`src/rtl/strap_i2c_pkg.sv`:
```
package strap_i2c_pkg;

  localparam int BYTE_W = 8;
  localparam int BCNT_W = 4;

  typedef enum logic [2:0] {
    ST_IDLE,
    ST_ADDR,
    ST_ADDR_ACK,
    ST_WR_BYTE,
    ST_WR_ACK,
    ST_RD_BYTE,
    ST_RD_ACK,
    ST_SKIP
  } tgt_state_e;

  // strap {A1,A0} to 7-bit device address
  function automatic logic [6:0] strap_addr(input logic [1:0] sel);
    case (sel)
      2'b00:   return 7'h33;
      2'b01:   return 7'h3B;
      2'b10:   return 7'h53;
      default: return 7'h57;
    endcase
  endfunction

endpackage

```
`src/rtl/strap_i2c_line_filt.sv`:
```
module strap_i2c_line_filt #(
  parameter logic IDLE_VAL = 1'b1
) (
  input  logic clk,
  input  logic rst_n,
  input  logic line_i,
  output logic line_o
);

  logic sync1_q, sync2_q, samp_q, filt_q;
  logic filt_d;

  // accept a new level only after two equal consecutive samples
  always_comb begin
    filt_d = filt_q;
    if (sync2_q == samp_q) filt_d = samp_q;
  end

  always_ff @(posedge clk or negedge rst_n) begin
    if (!rst_n) begin
      sync1_q <= IDLE_VAL;
      sync2_q <= IDLE_VAL;
      samp_q  <= IDLE_VAL;
      filt_q  <= IDLE_VAL;
    end else begin
      sync1_q <= line_i;
      sync2_q <= sync1_q;
      samp_q  <= sync2_q;
      filt_q  <= filt_d;
    end
  end

  assign line_o = filt_q;

endmodule

```
`src/rtl/strap_i2c_proto.sv`:
```
module strap_i2c_proto
  import strap_i2c_pkg::*;
(
  input  logic              clk,
  input  logic              rst_n,
  input  logic              scl_f,
  input  logic              sda_f,
  input  logic [6:0]        dev_addr,
  input  logic [BYTE_W-1:0] rd_data,
  output logic              sda_want,
  output logic              bus_rel,
  output logic              scl_fall,
  output logic [BYTE_W-1:0] reg_ptr,
  output logic              wr_stb,
  output logic [BYTE_W-1:0] wr_data
);

  localparam logic [BCNT_W-1:0] LAST_BIT = BCNT_W'(BYTE_W);

  logic scl_q, sda_q;
  logic scl_rise, start_c, stop_c;

  tgt_state_e        state_q, state_d;
  logic [BCNT_W-1:0] bcnt_q, bcnt_d;
  logic [BYTE_W-1:0] shreg_q, shreg_d;
  logic [BYTE_W-1:0] txreg_q, txreg_d;
  logic [BYTE_W-1:0] ptr_q, ptr_d;
  logic [BYTE_W-1:0] wdat_q, wdat_d;
  logic              rnw_q, rnw_d;
  logic              first_q, first_d;
  logic              mack_q, mack_d;
  logic              want_q, want_d;
  logic              stb_q, stb_d;

  // bus conditions on the filtered lines
  assign scl_rise = scl_f & ~scl_q;
  assign scl_fall = ~scl_f & scl_q;
  assign start_c  = scl_f & scl_q & sda_q & ~sda_f;
  assign stop_c   = scl_f & scl_q & ~sda_q & sda_f;
  assign bus_rel  = start_c | stop_c;

  always_comb begin
    state_d = state_q;
    bcnt_d  = bcnt_q;
    shreg_d = shreg_q;
    txreg_d = txreg_q;
    ptr_d   = ptr_q;
    wdat_d  = wdat_q;
    rnw_d   = rnw_q;
    first_d = first_q;
    mack_d  = mack_q;
    want_d  = want_q;
    stb_d   = 1'b0;

    if (stb_q) ptr_d = ptr_q + 1'b1;

    if (start_c) begin
      state_d = ST_ADDR;
      bcnt_d  = '0;
      want_d  = 1'b0;
    end else if (stop_c) begin
      state_d = ST_IDLE;
      bcnt_d  = '0;
      want_d  = 1'b0;
    end else begin
      if (scl_rise) begin
        case (state_q)
          ST_ADDR, ST_WR_BYTE: begin
            shreg_d = {shreg_q[BYTE_W-2:0], sda_f};
            bcnt_d  = bcnt_q + 1'b1;
          end
          ST_RD_BYTE: bcnt_d = bcnt_q + 1'b1;
          ST_RD_ACK:  mack_d = ~sda_f;
          default: ;
        endcase
      end
      if (scl_fall) begin
        case (state_q)
          ST_ADDR: begin
            if (bcnt_q == LAST_BIT) begin
              if (shreg_q[BYTE_W-1:1] == dev_addr) begin
                state_d = ST_ADDR_ACK;
                want_d  = 1'b1;
                rnw_d   = shreg_q[0];
                first_d = 1'b1;
              end else begin
                state_d = ST_SKIP;
                want_d  = 1'b0;
              end
            end
          end
          ST_ADDR_ACK: begin
            bcnt_d = '0;
            if (rnw_q) begin
              txreg_d = rd_data;
              want_d  = ~rd_data[BYTE_W-1];
              state_d = ST_RD_BYTE;
            end else begin
              want_d  = 1'b0;
              state_d = ST_WR_BYTE;
            end
          end
          ST_WR_BYTE: begin
            if (bcnt_q == LAST_BIT) begin
              state_d = ST_WR_ACK;
              want_d  = 1'b1;
              if (first_q) begin
                ptr_d   = shreg_q;
                first_d = 1'b0;
              end else begin
                stb_d  = 1'b1;
                wdat_d = shreg_q;
              end
            end
          end
          ST_WR_ACK: begin
            want_d  = 1'b0;
            bcnt_d  = '0;
            state_d = ST_WR_BYTE;
          end
          ST_RD_BYTE: begin
            if (bcnt_q == LAST_BIT) begin
              want_d  = 1'b0;
              state_d = ST_RD_ACK;
              ptr_d   = ptr_q + 1'b1;
            end else if (bcnt_q != '0) begin
              txreg_d = {txreg_q[BYTE_W-2:0], 1'b0};
              want_d  = ~txreg_q[BYTE_W-2];
            end
          end
          ST_RD_ACK: begin
            if (mack_q) begin
              txreg_d = rd_data;
              want_d  = ~rd_data[BYTE_W-1];
              bcnt_d  = '0;
              state_d = ST_RD_BYTE;
            end else begin
              state_d = ST_SKIP;
            end
          end
          default: ;
        endcase
      end
    end
  end

  always_ff @(posedge clk or negedge rst_n) begin
    if (!rst_n) begin
      scl_q   <= 1'b1;
      sda_q   <= 1'b1;
      state_q <= ST_IDLE;
      bcnt_q  <= '0;
      shreg_q <= '0;
      txreg_q <= '0;
      ptr_q   <= '0;
      wdat_q  <= '0;
      rnw_q   <= 1'b0;
      first_q <= 1'b0;
      mack_q  <= 1'b0;
      want_q  <= 1'b0;
      stb_q   <= 1'b0;
    end else begin
      scl_q   <= scl_f;
      sda_q   <= sda_f;
      state_q <= state_d;
      bcnt_q  <= bcnt_d;
      shreg_q <= shreg_d;
      txreg_q <= txreg_d;
      ptr_q   <= ptr_d;
      wdat_q  <= wdat_d;
      rnw_q   <= rnw_d;
      first_q <= first_d;
      mack_q  <= mack_d;
      want_q  <= want_d;
      stb_q   <= stb_d;
    end
  end

  assign sda_want = want_q;
  assign reg_ptr  = ptr_q;
  assign wr_stb   = stb_q;
  assign wr_data  = wdat_q;


  sda_drive_ctx_chk: assert property (@(posedge clk) disable iff (!rst_n)
    want_q |-> (state_q inside {ST_ADDR_ACK, ST_WR_ACK, ST_RD_BYTE}));


  ptr_inc_chk: assert property (@(posedge clk) disable iff (!rst_n)
    stb_q |=> (ptr_q == $past(ptr_q) + 1'b1));


  start_restart_chk: assert property (@(posedge clk) disable iff (!rst_n)
    start_c |=> (state_q == ST_ADDR && bcnt_q == '0 && !want_q));


  stop_idle_chk: assert property (@(posedge clk) disable iff (!rst_n)
    stop_c |=> (state_q == ST_IDLE && !want_q));

endmodule

```
`src/rtl/strap_i2c_sda_hold.sv`:
```
module strap_i2c_sda_hold #(
  parameter int HOLD_CYC = 75
) (
  input  logic clk,
  input  logic rst_n,
  input  logic fall_i,
  input  logic rel_i,
  input  logic want_i,
  output logic pd_o
);

  localparam int              CNT_W   = $clog2(HOLD_CYC + 1);
  localparam logic [CNT_W-1:0] HOLD_LD = CNT_W'(HOLD_CYC);

  logic [CNT_W-1:0] cnt_q, cnt_d;
  logic             pd_q, pd_d;

  always_comb begin
    cnt_d = cnt_q;
    pd_d  = pd_q;
    if (rel_i) begin
      cnt_d = '0;
      pd_d  = 1'b0;
    end else if (fall_i) begin
      cnt_d = HOLD_LD;
    end else if (cnt_q != '0) begin
      cnt_d = cnt_q - 1'b1;
    end else begin
      pd_d = want_i;
    end
  end

  always_ff @(posedge clk or negedge rst_n) begin
    if (!rst_n) begin
      cnt_q <= '0;
      pd_q  <= 1'b0;
    end else begin
      cnt_q <= cnt_d;
      pd_q  <= pd_d;
    end
  end

  assign pd_o = pd_q;

endmodule

```
`src/rtl/strap_i2c_regbank.sv`:
```
module strap_i2c_regbank #(
  parameter int NREGS  = 8,
  parameter int DATA_W = 8,
  localparam int IDX_W = $clog2(NREGS)
) (
  input  logic              clk,
  input  logic              rst_n,
  input  logic [IDX_W-1:0]  idx,
  input  logic              wr_en,
  input  logic [DATA_W-1:0] wr_data,
  output logic [DATA_W-1:0] rd_data
);

  logic [DATA_W-1:0] regs_q [NREGS];

  for (genvar g = 0; g < NREGS; g++) begin : g_reg
    logic hit;
    assign hit = wr_en && (idx == IDX_W'(g));
    always_ff @(posedge clk or negedge rst_n) begin
      if (!rst_n)   regs_q[g] <= '0;
      else if (hit) regs_q[g] <= wr_data;
    end
  end

  assign rd_data = regs_q[idx];

endmodule

```
`src/rtl/strap_i2c_target.sv`:
```
module strap_i2c_target
  import strap_i2c_pkg::*;
#(
  parameter int HOLD_CYC = 75,
  parameter int NREGS    = 8
) (
  input  logic       clk,
  input  logic       rst_n,
  input  logic [1:0] strap_sel,
  input  logic       scl_i,
  input  logic       sda_i,
  output logic       sda_pd_o,
  output logic [7:0] reg_ptr_o,
  output logic       wr_stb_o,
  output logic [7:0] wr_data_o,
  output logic [7:0] rd_data_o
);

  localparam int IDX_W   = $clog2(NREGS);
  localparam int SINCE_W = $clog2(HOLD_CYC + 2) + 1;

  logic [1:0] raw_lines, filt_lines;
  logic       sda_want, bus_rel, scl_fall;

  assign raw_lines = {sda_i, scl_i};

  for (genvar i = 0; i < 2; i++) begin : g_line
    strap_i2c_line_filt #(.IDLE_VAL(1'b1)) u_filt (
      .clk    (clk),
      .rst_n  (rst_n),
      .line_i (raw_lines[i]),
      .line_o (filt_lines[i])
    );
  end

  strap_i2c_proto u_proto (
    .clk      (clk),
    .rst_n    (rst_n),
    .scl_f    (filt_lines[0]),
    .sda_f    (filt_lines[1]),
    .dev_addr (strap_addr(strap_sel)),
    .rd_data  (rd_data_o),
    .sda_want (sda_want),
    .bus_rel  (bus_rel),
    .scl_fall (scl_fall),
    .reg_ptr  (reg_ptr_o),
    .wr_stb   (wr_stb_o),
    .wr_data  (wr_data_o)
  );

  strap_i2c_sda_hold #(.HOLD_CYC(HOLD_CYC)) u_hold (
    .clk    (clk),
    .rst_n  (rst_n),
    .fall_i (scl_fall),
    .rel_i  (bus_rel),
    .want_i (sda_want),
    .pd_o   (sda_pd_o)
  );

  strap_i2c_regbank #(.NREGS(NREGS), .DATA_W(BYTE_W)) u_bank (
    .clk     (clk),
    .rst_n   (rst_n),
    .idx     (reg_ptr_o[IDX_W-1:0]),
    .wr_en   (wr_stb_o),
    .wr_data (wr_data_o),
    .rd_data (rd_data_o)
  );

  // cycles since the last filtered SCL fall, saturating, for the hold check
  logic [SINCE_W-1:0] since_fall_q;
  always_ff @(posedge clk or negedge rst_n) begin
    if (!rst_n)                                        since_fall_q <= '0;
    else if (scl_fall)                                 since_fall_q <= '0;
    else if (since_fall_q != SINCE_W'(HOLD_CYC + 1))   since_fall_q <= since_fall_q + 1'b1;
  end


  hold_delay_chk: assert property (@(posedge clk) disable iff (!rst_n)
    (!$stable(sda_pd_o) && !$past(bus_rel)) |-> (since_fall_q > SINCE_W'(HOLD_CYC)));

endmodule

```
`config.mk`:
```
export PLATFORM = sky130hd
export DESIGN_NAME = strap_i2c_target
export DESIGN_NICKNAME = d
export VERILOG_FILES = /design/src/rtl/strap_i2c_pkg.sv /design/src/rtl/strap_i2c_line_filt.sv /design/src/rtl/strap_i2c_proto.sv /design/src/rtl/strap_i2c_sda_hold.sv /design/src/rtl/strap_i2c_regbank.sv /design/src/rtl/strap_i2c_target.sv
export SDC_FILE = /design/constraint.sdc
export NUM_CORES = 1
export LEC_CHECK = 0
export ABC_AREA = 1
export ABC_CLOCK_PERIOD_IN_PS = 2500
export BUFFER_PORTS_ARGS = -buffer_cell sky130_fd_sc_hd__buf_4
export CORE_MARGIN = 3
export CORE_UTILIZATION = 50
export CTS_CLUSTER_SIZE = 28
export DETAILED_ROUTE_END_ITERATION = 6
export PLACE_DENSITY = 0.67
export SLEW_MARGIN = 10
export SYNTH_ARGS = -nofsm -noshare
export SYNTH_HDL_FRONTEND = slang
export SYNTH_SLANG_ARGS = --single-unit
```
`constraint.sdc`:
```
create_clock -name clk -period 2.5 [get_ports clk]
set_clock_uncertainty 0.2 [all_clocks]
set_input_delay 0.625 -clock clk [delete_from_list [all_inputs] [get_ports clk]]
set_output_delay 0.625 -clock clk [all_outputs]
set_load 0.02 [all_outputs]
```
Yosys cells after proc, flatten, opt, wreduce, memory -nomap -nowiden --
Cells that the tools add are included.
Word-level totals: flip-flop bits (word level) 125, output and inout port bits 26, logic and storage cells 176
Operators by class: add/sub/neg operators 3, order comparisons 1, eq/ne operators 33, multiplexer cells 61, bitwise gates (word level) 18, reductions and logical operators 29
Operator list (count):
- two-way mux 8 bit | 9
- two-way mux 7 bit | 7
- case mux 7 bit (3 select lines) | 2
- binary-select mux 8 bit (select 3 bit) | 1
- two-way mux 3 bit | 8
- two-way mux 4 bit | 6
- two-way mux 1 bit | 22
- == test 3 bit, second input constant | 7
- case mux 3 bit (6 select lines) | 1
- AND reduction 6 bit | 3
- inequality test 4 x 1 -> 1 bit, second input constant | 4
- case mux 8 bit (2 select lines) | 1
- == test 3 x 2 -> 1 bit, second input constant | 4
- inequality test 2 x 1 -> 1 bit, second input constant | 6
- NOT 1 bit | 9
- nonzero test 3 bit | 3
- adder 8 x 1 -> 8 bit, second input constant | 1
- logical AND 1 bit | 8
- case mux 4 bit (2 select lines) | 1
- AND reduction 4 bit | 2
- AND reduction 8 bit | 1
- nonzero test 8 bit | 1
- AND 1 bit | 7
- == test 7 bit | 1
- 25 further kinds | 30

Depth between registers and ports, before layout --
Gate-level depths: netlist of run 1.
depth in word-level cells 10, gate-level depth with buffers 12

Cells and area by module --
A second synthesis of run 1 with hierarchy kept.
Unflattened totals: cell total of the unflattened synthesis 863, area, all modules 6531.3 sq um
Modules (own cells, without submodules):
- strap_i2c_regbank | times used 1, cells each 413, area each 3104.2 sq um, sequential area each 1601.5 sq um
- strap_i2c_proto | times used 1, cells each 366, area each 2696.3 sq um, sequential area each 1128.6 sq um
- strap_i2c_sda_hold | times used 1, cells each 61, area each 461.7 sq um, sequential area each 200.2 sq um
- strap_i2c_line_filt | times used 2, cells each 8, area each 121.4 sq um, sequential area each 105.1 sq um
- strap_i2c_target | times used 1, cells each 7, area each 26.3 sq um, sequential area each 0.0 sq um

Worst setup path after synthesis of run 1 --
Ideal clock, no wire load.
path kind reg2out, start register u_proto.ptr_q[1], in the netlist u_proto.reg_ptr[1], end output rd_data_o[4], arrival 1496 ps, required time 1675 ps, path slack 179 ps, cell stages (with the launch flop) 8, cell sequence dfrtp_1 buf_4 clkinv_1 buf_2 o21ai_0 o21ai_0 o21ai_0 inv_1
On the way: longest elaborated chain between the ends 4
Ends and longest elaborated chain:
- start, declared | line strap_i2c_proto.sv:27 | logic [BYTE_W-1:0] ptr_q, ptr_d;
- start signal, assigned | line strap_i2c_proto.sv:169 | ptr_q <= ptr_d;
- NOT 3 -> 4 bit (implied by the code) | line strap_i2c_regbank.sv:25 | assign rd_data = regs_q[idx];
- binary-select mux 8 bit (select 3 bit) | line strap_i2c_regbank.sv:25
- two-way mux 8 bit (implied by the code) (2 in series) | line strap_i2c_regbank.sv:25
- end, declared | line strap_i2c_target.sv:16 | output logic [7:0] rd_data_o
Every way passes these cells. The select of a mux whose other input is x is not followed.

Worst setup path after layout of run 1 --
start register u_proto.ptr_q[0], in the netlist u_proto.reg_ptr[0], end output rd_data_o[2]
Same word-level chain as after synthesis.

==> flow_summary_export.csv, run 1 <==
group,metric,value,unit
run_status,status,"finished with violations",
run_status,violations,"negative setup slack",
power,peakVddDrop,530,µV
synth,synth_most_common_cell,"nand2_1",
timing,setup_viol,8,
finish,final_cell_area,0.00757,mm²
detailed_routing,drtIter0Drc,491,
power,leakagePower,3.71,nW
grt,overflow,0,
place,post-place-cells,970,
timing,tns,-871,ps
grt,gr-usage-all-layers,25.1,%
synth,ys_seq_area_share,50.7,%
power,combPwrFrac,19.1,%
clock_network,cts_sinks,125,
die,design.core.area,0.0121,mm²
place,dp_hpwl,10700,µm
finish,fin_nets,858,
grt,grt_pass1_wl,26200,µm
power,power_switching,1.87,mW
die,fp.dieH,117,µm
die,rows,40,
detailed_routing,routed_via_density,5.36,
finish,areaGrowthSynthToFinish,22.3,%
worst_setup_path,crit_family,"compound AO/OA/AOI/OAI gates",
timing,finalCritPeriodShare,107,%
timing,worst_pin_slew,746,ps
finish,drive_gt1_share,17.5,%
synth,syn_nets,799,
clock_network,cts_hold_buf,0,
timing,max_slew_margin,50.1,%
synth,syn_area,0.00619,mm²
finish,num-fill-cells,1016,
grt,antenna_found_initial,0,
die,dieArea,0.0137,mm²
worst_setup_path,critPathMaxStageDelay,480,ps
place,dpl_cell_area,0.00664,mm²
detailed_routing,ant_nets,0,
detailed_routing,dr.pass1.iters,5,
timing,fmax,0.374,GHz
clock_network,ctsLongestPathBuffers,2,
timing,hold_viol,0,
synth,synthCells,783,
place,port-buffer-count,31,
worst_setup_path,worstPathRequired,1670,ps
clock_network,cts_tree,"built",
worst_setup_path,crit_fanout,18,
timing,period_minus_slack,2670,ps
synth,yosysWarnings,0,
clock_network,path_clk_slew,60,ps
synth,syn_avg_cell_area,7.90,µm²
synth,synth-seq-cells,125,
timing,setup_slack,-173,ps
synth,async_reset_ff_share,100,%
worst_setup_path,worstSetupPathType,"flop to output pin",
detailed_routing,wire_per_inst,15.8,µm
finish,post-route-util,62.7,%
synth,yosysTopAreaCell,"dfrtp_1",
timing,drv_slew,0,
grt,grt_max_degree,55,
finish,antenna_cells,0,
worst_setup_path,crit_buf_inv,4,
synth,yosysUniqueCellTypes,40,
clock_network,htreeDepth,4,
worst_setup_path,start_kind,"flop",
die,die_w,117,µm
power,switching_share,31.2,%
worst_setup_path,worstPathArrival,1850,ps
synth,synth_top_cells_by_count,"nand2_1 (213), o21ai_0 (138), dfrtp_1 (115)",
flow_run,maxCapViolCount,0,
power,seqPwrFrac,41.3,%
die,ios,32,
timing,rsz0062_at_grt,"yes",
place,gp_congestion,0.875,
power,total_power,5.99,mW
worst_setup_path,worst_setup_path_end_kind,"output pin",
detailed_routing,vias,5487,
power,power_frac_clock,39.5,%
power,power_density,791,mW/mm²
worst_setup_path,cp_cell_sequence,"inv_4 > buf_12 > o21ai_0 > o21ai_1 > o21ai_2 > inv_1 > buf_6",
detailed_routing,finalWirelength,16200,µm
clock_network,clock_latency,420,ps
clock_network,clock-root-buffer,"clkbuf_16",
worst_setup_path,crit_path_top_delay_cell,"dfrtp_2",
grt,grt_pass1_vias,5271,
power,internal-power,4.12,mW
die,start_util,51.3,%
synth,synth_edf_count,0,
worst_hold_path,min_path_type,"input port to asynchronous set/reset pin",
synth,synth_area_leaders,"dfrtp_1 (47%), nand2_1 (13%), o21ai_0 (11%)",
detailed_routing,route.detailed.drc,0,
finish,fin_cells,1023,
synth,ys.flop_type,"dfrtp_1",
synth,synth_top_area_share,46.5,%
clock_network,numCtsBuffers,17,
==> timing repair <==
item / CTS / global route
gates cloned: 2 / 1
resized for setup: 42 / 32
pin swaps: 5 / 9
buffers inserted: 13 / 5
endpoints found under the setup margin: 8 / 9
==> power groups by stage <==
stage	logic (mW)	clock network, mW	registers [mW]
after floorplan	0.851	0	2.45
after global placement	1.09	0	2.49
after detailed placement	1.12	0	2.50
after CTS	1.14	2.40	2.47
after global routing	1.31	2.52	2.50
final	1.14	2.37	2.47
==> sequential cells by signal (all words and copies together) (netlist names), 2 cells and up <==
signal and cells:
u_proto.reg_ptr 8, u_proto.txreg_q 7, u_hold.cnt_q 7, u_proto.bcnt_q 4
g_line.u_filt.sync1_q 2, u_proto.shreg_q 8, u_bank.regs_q 64, g_line.u_filt.line_o 2
g_line.u_filt.samp_q 2, u_proto.state_q 3, u_proto.wr_data 8, g_line.u_filt.sync2_q 2
==> metrics by stage <==
step / hold slack, ps / setup slack (ps)
6_report: 4.71 / -173
5_1_grt: 24.7 / -316
4_1_cts: 16.7 / -135
3_5_place_dp: 147 / 208
3_3_place_gp: 146 / 274
2_1_floorplan: 129 / 179
==> cells in the final DEF, fill, tap and decap left out, types with 13 or more instances in the layout <==
cell type	count
a21oi_1	13
nor2_1	69
dfrtp_1	114
nand3_1	43
buf_4	43
inv_1	73
clkbuf_16	18
buf_6	17
o21ai_0	115
nand2_1	209
o21ai_1	19
==> per-layer routing <==
metal	track usage (%)	vias to the layer above	part of all wire, %	wire [µm]
met1	35.8	2607	47	7630
met5	0	-	0	0
met3	5.71	29	5.9	950
li1	-	2663	-	-
met2	38.0	188	45	7290
met4	8.33	0	1.8	291
==> cell families after synthesis <==
| group | count (synthesis) | share of synthesized area [%] |
|---|---|---|
| AO/OA/AOI/OAI | 177 | 15.1 |
| XOR/XNOR | 5 | 0.708 |
| adder cells (fa/ha/maj) | 12 | 2.35 |
| flip-flops | 125 | 50.7 |
| buffers and inverters | 109 | 7.18 |
| AND/OR/NAND/NOR | 355 | 23.9 |
==> final timing paths <==
path	from	to	slack (ps)	depth (start not counted)
min	rst_n	u_bank.regs_q[52]$_DFFE_PN0P_	5	1
min in group clk	scl_i	g_line[0].u_filt.sync1_q$_DFF_PN1_	110	1
min reg2reg	g_line[1].u_filt.sync1_q$_DFF_PN1_	g_line[1].u_filt.sync2_q$_DFF_PN1_	150	0
max in group asynchronous	rst_n	u_proto.reg_ptr[0]$_DFF_PN0_	1420	2
max	u_proto.reg_ptr[0]$_DFF_PN0_	rd_data_o[2]	-170	7
max reg2reg	u_proto.reg_ptr[0]$_DFF_PN0_	u_proto.txreg_q[6]$_DFFE_PN0P_	40	17
==> layout make-up <==
type                    count  area [µm²]  area share, %
flip-flops and latches    125        3140           41.5
inverters                  82         313           4.13
clock buffers              19         443           5.85
well taps                 168         210           2.78
clock inverters            13         124           1.64
multi-input cells         549        2670           35.3
repair buffers             67         667           8.81
Power figures use the tool's default switching activity.
==> run 2: changes to the inputs <==
--- a/config.mk
+++ b/config.mk
@@ -12,7 +12,7 @@
 export CORE_UTILIZATION = 50
 export CTS_CLUSTER_SIZE = 28
 export DETAILED_ROUTE_END_ITERATION = 6
-export PLACE_DENSITY = 0.67
+export PLACE_DENSITY = 0.66
 export SLEW_MARGIN = 10
 export SYNTH_ARGS = -nofsm -noshare
 export SYNTH_HDL_FRONTEND = slang
==> constraint.sdc (replaced) <==
create_clock -name clk -period 2.5 [get_ports clk]
set_clock_uncertainty 0.2 [all_clocks]
set_input_delay 0.125 -clock clk [delete_from_list [all_inputs] [get_ports clk]]
set_output_delay 0.125 -clock clk [all_outputs]
set_load 0.02 [all_outputs]
==> run 2 against run 1 <==
Compared with the run above: the flow now finishes without violations; die area is the same; highest routed layer unchanged; first-iteration DRC count shrank 11%; largest power group unchanged; setup slack improved by 290 ps; core utilization is 2.9 points lower; clock power rose by 3%; global-route usage is 0.35 points lower; cell area down 4.6%; non-clock buffer count decreased by 25; fmax rose by 12%.
==> flow_summary_export.csv, run 2 (synthesis gave the netlist of run 1 again) <==
group,metric,value,unit
finish,layout_commonest_cell,"nand2_1",
flow_run,maxCapViolCount,0,
worst_setup_path,r2r_cells,4,
finish,layout_common_cells,"nand2_1 (213), o21ai_0 (132), dfrtp_1 (114)",
place,post-place-cells,962,
finish,largest_reg_flops,64,
die,fp.dieH,117,µm
finish,seq_area,0.00314,mm²
timing,hold_viol,0,
worst_setup_path,worstSetupPathType,"flop to output pin",
finish,num-fill-cells,1091,
detailed_routing,drtIter0Drc,436,
clock_network,htreeDepth,4,
detailed_routing,routed_via_density,5.33,
worst_hold_path,holdPathStages,7,
detailed_routing,wire_per_inst,15.7,µm
clock_network,clock-root-buffer,"clkbuf_16",
timing,rsz0062_at_grt,"no",
timing,max_slew_margin,37.6,%
die,rows,40,
timing,finalCritPeriodShare,95.4,%
grt,grt_max_degree,54,
worst_setup_path,crit_fanout,36,
worst_hold_path,hold_start,"strap_sel[0]",
detailed_routing,route.detailed.drc,0,
run_status,status,"finished clean",
finish,fin_cells,998,
detailed_routing,vias,5321,
clock_network,numCtsBuffers,17,
clock_network,path_clk_slew,50,ps
timing,period_minus_slack,2380,ps
clock_network,cts_setup_buffers,0,
worst_setup_path,worst_setup_path_end_kind,"output pin",
timing,fmax,0.419,GHz
worst_hold_path,hold_end,"u_proto.first_q$_DFFE_PN0P_",
finish,fin_nets,833,
detailed_routing,ant_nets,0,
clock_network,clock_latency,420,ps
detailed_routing,finalWirelength,15700,µm
timing,drv_slew,0,
grt,gr-usage-all-layers,24.7,%
grt,grt_pass1_wl,25800,µm
grt,grt_pass1_vias,5055,
die,die_w,117,µm
grt,antenna_found_initial,0,
die,ios,32,
worst_setup_path,rrSetupSlack,330,ps
timing,worst_pin_slew,933,ps
worst_hold_path,min_path_type,"input port to flop",
place,gp_congestion,0.918,
finish,drive_gt1_share,12.4,%
grt,overflow,0,
worst_setup_path,regToRegEndpoint,"u_bank.regs_q[10]$_DFFE_PN0P_",
finish,antenna_cells,0,
die,design.core.area,0.0121,mm²
finish,multiInputGateArea,0.00262,mm²
worst_setup_path,worstPathRequired,2170,ps
worst_setup_path,start_kind,"flop",
power,peakVddDrop,569,µV
place,dp_hpwl,10800,µm
finish,areaGrowthSynthToFinish,16.7,%
detailed_routing,dr.pass1.iters,5,
place,port-buffer-count,31,
finish,regMostFlops,"u_bank.regs_q",
clock_network,ctsLongestPathBuffers,2,
timing,setup_viol,0,
worst_setup_path,worstPathArrival,2060,ps
clock_network,cts_sinks,125,
power,power_density,839,mW/mm²
die,dieArea,0.0137,mm²
clock_network,cts_tree,"built",
timing,tns,0,ps
power,leakagePower,3.54,nW
worst_setup_path,rr_startpoint,"u_proto.reg_ptr[0]$_DFF_PN0_",
die,start_util,51.3,%
## run 2: changes by cell type in the layout (fill, tap and decap cells not counted), sizes merged
cell         delta
inv             -1
clkbuf          +2
dlygate4sd3     +4
clkinv          -2
buf            -28
## run 2: worst max path at each step
stage                                 startpoint                            end  slack, ps  cells after the start
floorplan           u_proto.reg_ptr[1]$_DFF_PN0_  u_bank.regs_q[24]$_DFFE_PN0P_        430                      7
CTS                 u_proto.reg_ptr[0]$_DFF_PN0_                   rd_data_o[5]         30                      8
finish              u_proto.reg_ptr[0]$_DFF_PN0_                   rd_data_o[1]        120                      6
global route        u_proto.reg_ptr[0]$_DFF_PN0_                   rd_data_o[5]          3                      8
detailed placement  u_proto.reg_ptr[0]$_DFF_PN0_  u_bank.regs_q[10]$_DFFE_PN0P_        180                      4
global placement    u_proto.reg_ptr[0]$_DFF_PN0_  u_bank.regs_q[46]$_DFFE_PN0P_        300                      4
## run 2: what timing repair did
action	4_1_cts	5_1_grt
gates resized for setup	4	9
setup endpoints to repair	4	8
pin swaps	0	0
hold buffers	4	0
hold endpoints to repair	117	0
## run 2: area by class of cell
cell class / instances / area share [%]
inverters: 82 / 4.35
repair buffers: 42 / 4.73
multi-input cells: 549 / 36.2
clock buffers: 22 / 6.71
clock inverters: 10 / 1.56
flip-flops and latches: 125 / 43.5
well taps: 168 / 2.91
## run 2: report_power, final
group	internal [mW]	switching, mW	total (mW)
Sequential	2.25	0.227	2.48
Combinational	0.384	0.743	1.13
Clock	1.57	0.881	2.45
Total	4.21	1.85	6.06
## run 2: critical path: stages (launching register included)
cell and delay (ps):
dfrtp_1 450, buf_6 310, nor2_1 80, o21ai_0 440, o21ai_2 120, inv_1 80, buf_4 130
## run 2: through the flow
stage                     worst slack, ps  hold slack (ps)  power, mW  util (%)  area, µm²
after floorplan                       432             -371       3.30         -       6190
after global placement                296             -160       3.56      54.4       6560
after detailed placement              184             -156       3.62      54.4       6560
after CTS                            32.8             61.0       6.09      59.7       7200
after global routing                 2.60              105       6.40      59.9       7220
final                                 116             86.8       6.06      59.9       7220
## run 2: per-layer routing
| metal | share of wire [%] | global-route usage [%] |
|---|---|---|
| met4 | 1.7 | 8.33 |
| met3 | 5.1 | 6.99 |
| met2 | 45 | 37.1 |
| met5 | 0 | 0 |
| met1 | 48 | 34.7 |
==> run 3: changes to the inputs <==
--- a/config.mk
+++ b/config.mk
@@ -12,6 +12,7 @@
 export CORE_UTILIZATION = 50
 export CTS_CLUSTER_SIZE = 28
 export DETAILED_ROUTE_END_ITERATION = 6
+export MAX_ROUTING_LAYER = met4
 export PLACE_DENSITY = 0.66
 export SLEW_MARGIN = 10
 export SYNTH_ARGS = -nofsm -noshare
==> run 3 against run 2 <==
Compared with the run above: combinational power about the same; global-route usage up 0.73 points; fmax up 1.3%; critical path depth up 2; via count up 2.4%; power down 1.9%; sequential share of layout area up 0.20 points; worst hold slack worse by 26 ps; clock power down 4%; critical path type unchanged; critical endpoint is now rd_data_o[7].
==> flow_summary_export.csv, run 3 (synthesis gave the netlist of run 1 again) <==
group,metric,value,unit
detailed_routing,dr.pass1.iters,5,
finish,largest_reg_flops,64,
timing,period_minus_slack,2350,ps
clock_network,htreeDepth,4,
timing,max_slew_margin,52.9,%
timing,drv_slew,0,
worst_setup_path,worst_setup_path_end_kind,"output pin",
power,power_density,827,mW/mm²
place,gp_congestion,0.950,
worst_setup_path,r2r_cells,5,
detailed_routing,finalWirelength,15800,µm
timing,tns,0,ps
place,dp_worst_setup_slack,243,ps
die,design.core.area,0.0121,mm²
finish,antenna_cells,0,
die,die_w,117,µm
grt,overflow,0,
finish,areaGrowthSynthToFinish,16.1,%
power,switching_share,30.6,%
power,combPwrFrac,18.9,%
worst_setup_path,crit_fanout,23,
die,fp.dieH,117,µm
worst_hold_path,min_path_type,"input port to flop",
worst_setup_path,regToRegEndpoint,"u_bank.regs_q[10]$_DFFE_PN0P_",
power,seqPwrFrac,41.6,%
detailed_routing,route.detailed.drc,0,
finish,regMostFlops,"u_bank.regs_q",
worst_setup_path,rr_startpoint,"u_proto.reg_ptr[0]$_DFF_PN0_",
detailed_routing,drtIter0Drc,479,
die,start_util,51.3,%
clock_network,ctsLongestPathBuffers,2,
worst_hold_path,hold_end,"u_proto.first_q$_DFFE_PN0P_",
worst_hold_path,hold_start,"strap_sel[0]",
worst_setup_path,cpMostUsedCell,"nand2_1",
place,port-buffer-count,31,
timing,setup_viol,0,
grt,grt_pass1_wl,26000,µm
clock_network,path_clk_slew,50,ps
finish,layout_commonest_cell,"nand2_1",
finish,fin_cells,997,
clock_network,cts_sinks,125,
run_status,status,"finished clean",
worst_setup_path,rrSetupSlack,260,ps
clock_network,cts_tree,"built",
worst_setup_path,worstPathArrival,2030,ps
worst_setup_path,cp_cell_sequence,"inv_2 > buf_6 > nand2_1 > nand3_1 > nand2_1 > o21ai_1 > inv_1 > buf_4",
finish,drive_gt1_share,12.2,%
timing,finalCritPeriodShare,94.1,%
grt,gr-usage-all-layers,25.5,%
power,peakVddDrop,401,µV
grt,grt_pass1_vias,5130,
worst_setup_path,critPathMaxStageDelay,420,ps
clock_network,clock-root-buffer,"clkbuf_16",
power,internal-power,4.13,mW
detailed_routing,vias,5449,
worst_setup_path,worstPathRequired,2170,ps
finish,layout_common_cells,"nand2_1 (213), o21ai_0 (133), dfrtp_1 (114)",
finish,post-route-util,59.6,%
clock_network,numCtsBuffers,17,
worst_setup_path,crit_path_top_delay_cell,"dfrtp_1",
detailed_routing,ant_nets,0,
place,post-place-cells,963,
grt,antenna_found_initial,0,
timing,fmax,0.425,GHz
worst_hold_path,holdPathStages,6,
detailed_routing,wire_per_inst,15.8,µm
flow_run,maxCapViolCount,0,
power,leakagePower,3.53,nW
detailed_routing,routed_via_density,5.47,
clock_network,cts_setup_buffers,0,
die,rows,40,
clock_network,clock_latency,420,ps
finish,fin_nets,833,
die,ios,32,
timing,hold_viol,0,
die,dieArea,0.0137,mm²
finish,num-fill-cells,1044,
timing,setup_slack,147,ps
grt,grt_max_degree,51,
timing,worst_pin_slew,706,ps
worst_setup_path,start_kind,"flop",
worst_setup_path,worstSetupPathType,"flop to output pin",
power,power_switching,1.82,mW
power,power_frac_clock,39.5,%
place,dp_hpwl,10900,µm
run 3: cell type report:
cell class / instances / area (µm²) / area share [%]
Clock inverter: 6 / 58.8 / 0.818
Tap cell: 168 / 210 / 2.92
Multi-Input combinational cell: 549 / 2620 / 36.4
Timing Repair Buffer: 42 / 343 / 4.77
Inverter: 82 / 312 / 4.33
Sequential cell: 125 / 3140 / 43.7
Clock buffer: 25 / 505 / 7.03
run 3: metrics by stage:
stage               total power [mW]  instance area (µm²)  hold slack [ps]
floorplan                       3.30                 6190             -371
global placement                3.56                 6570             1.32
detailed placement              3.61                 6570             12.7
CTS                             5.95                 7170             32.1
global route                    6.26                 7190             96.9
finish                          5.94                 7190             61.0
run 3: how the worst max path moves through the flow:
stage,depth (start not counted),start,to
floorplan,7,u_proto.reg_ptr[1]$_DFF_PN0_,u_bank.regs_q[24]$_DFFE_PN0P_
global placement,5,u_proto.reg_ptr[0]$_DFF_PN0_,u_bank.regs_q[42]$_DFFE_PN0P_
detailed placement,5,u_proto.reg_ptr[0]$_DFF_PN0_,u_bank.regs_q[43]$_DFFE_PN0P_
CTS,8,u_proto.reg_ptr[0]$_DFF_PN0_,rd_data_o[2]
global route,8,u_proto.reg_ptr[0]$_DFF_PN0_,rd_data_o[5]
finish,8,u_proto.reg_ptr[0]$_DFF_PN0_,rd_data_o[7]
run 3: repair_timing:
item,in CTS,in global routing
setup endpoints to repair,4,12
pin swaps,0,1
resized for setup,3,9
endpoints found under the hold margin,49,0
hold buffers,3,0
run 3: metal layers:
layer  up-vias  track usage (%)  part of all wire [%]
met4         0             7.95                   1.3
met5         -                -                     0
met1      2625             35.1                    46
li1       2609                -                     -
met2       197             38.1                    47
met3        18             5.24                   5.8
run 3: power groups by stage:
stage	combinational (mW)	sequential (mW)	clock, mW
5_1_grt	1.30	2.50	2.47
2_1_floorplan	0.851	2.45	0
3_3_place_gp	1.07	2.49	0
4_1_cts	1.12	2.47	2.37
3_5_place_dp	1.10	2.50	0
6_report	1.12	2.47	2.35
run 3: critical path, delay by kind of cell, from the launching register on:
family,cells,cell delay [ps]
AO/OA/AOI/OAI,1,290
AND/OR/NAND/NOR,3,210
flip-flops,1,420
buffers and inverters,4,670
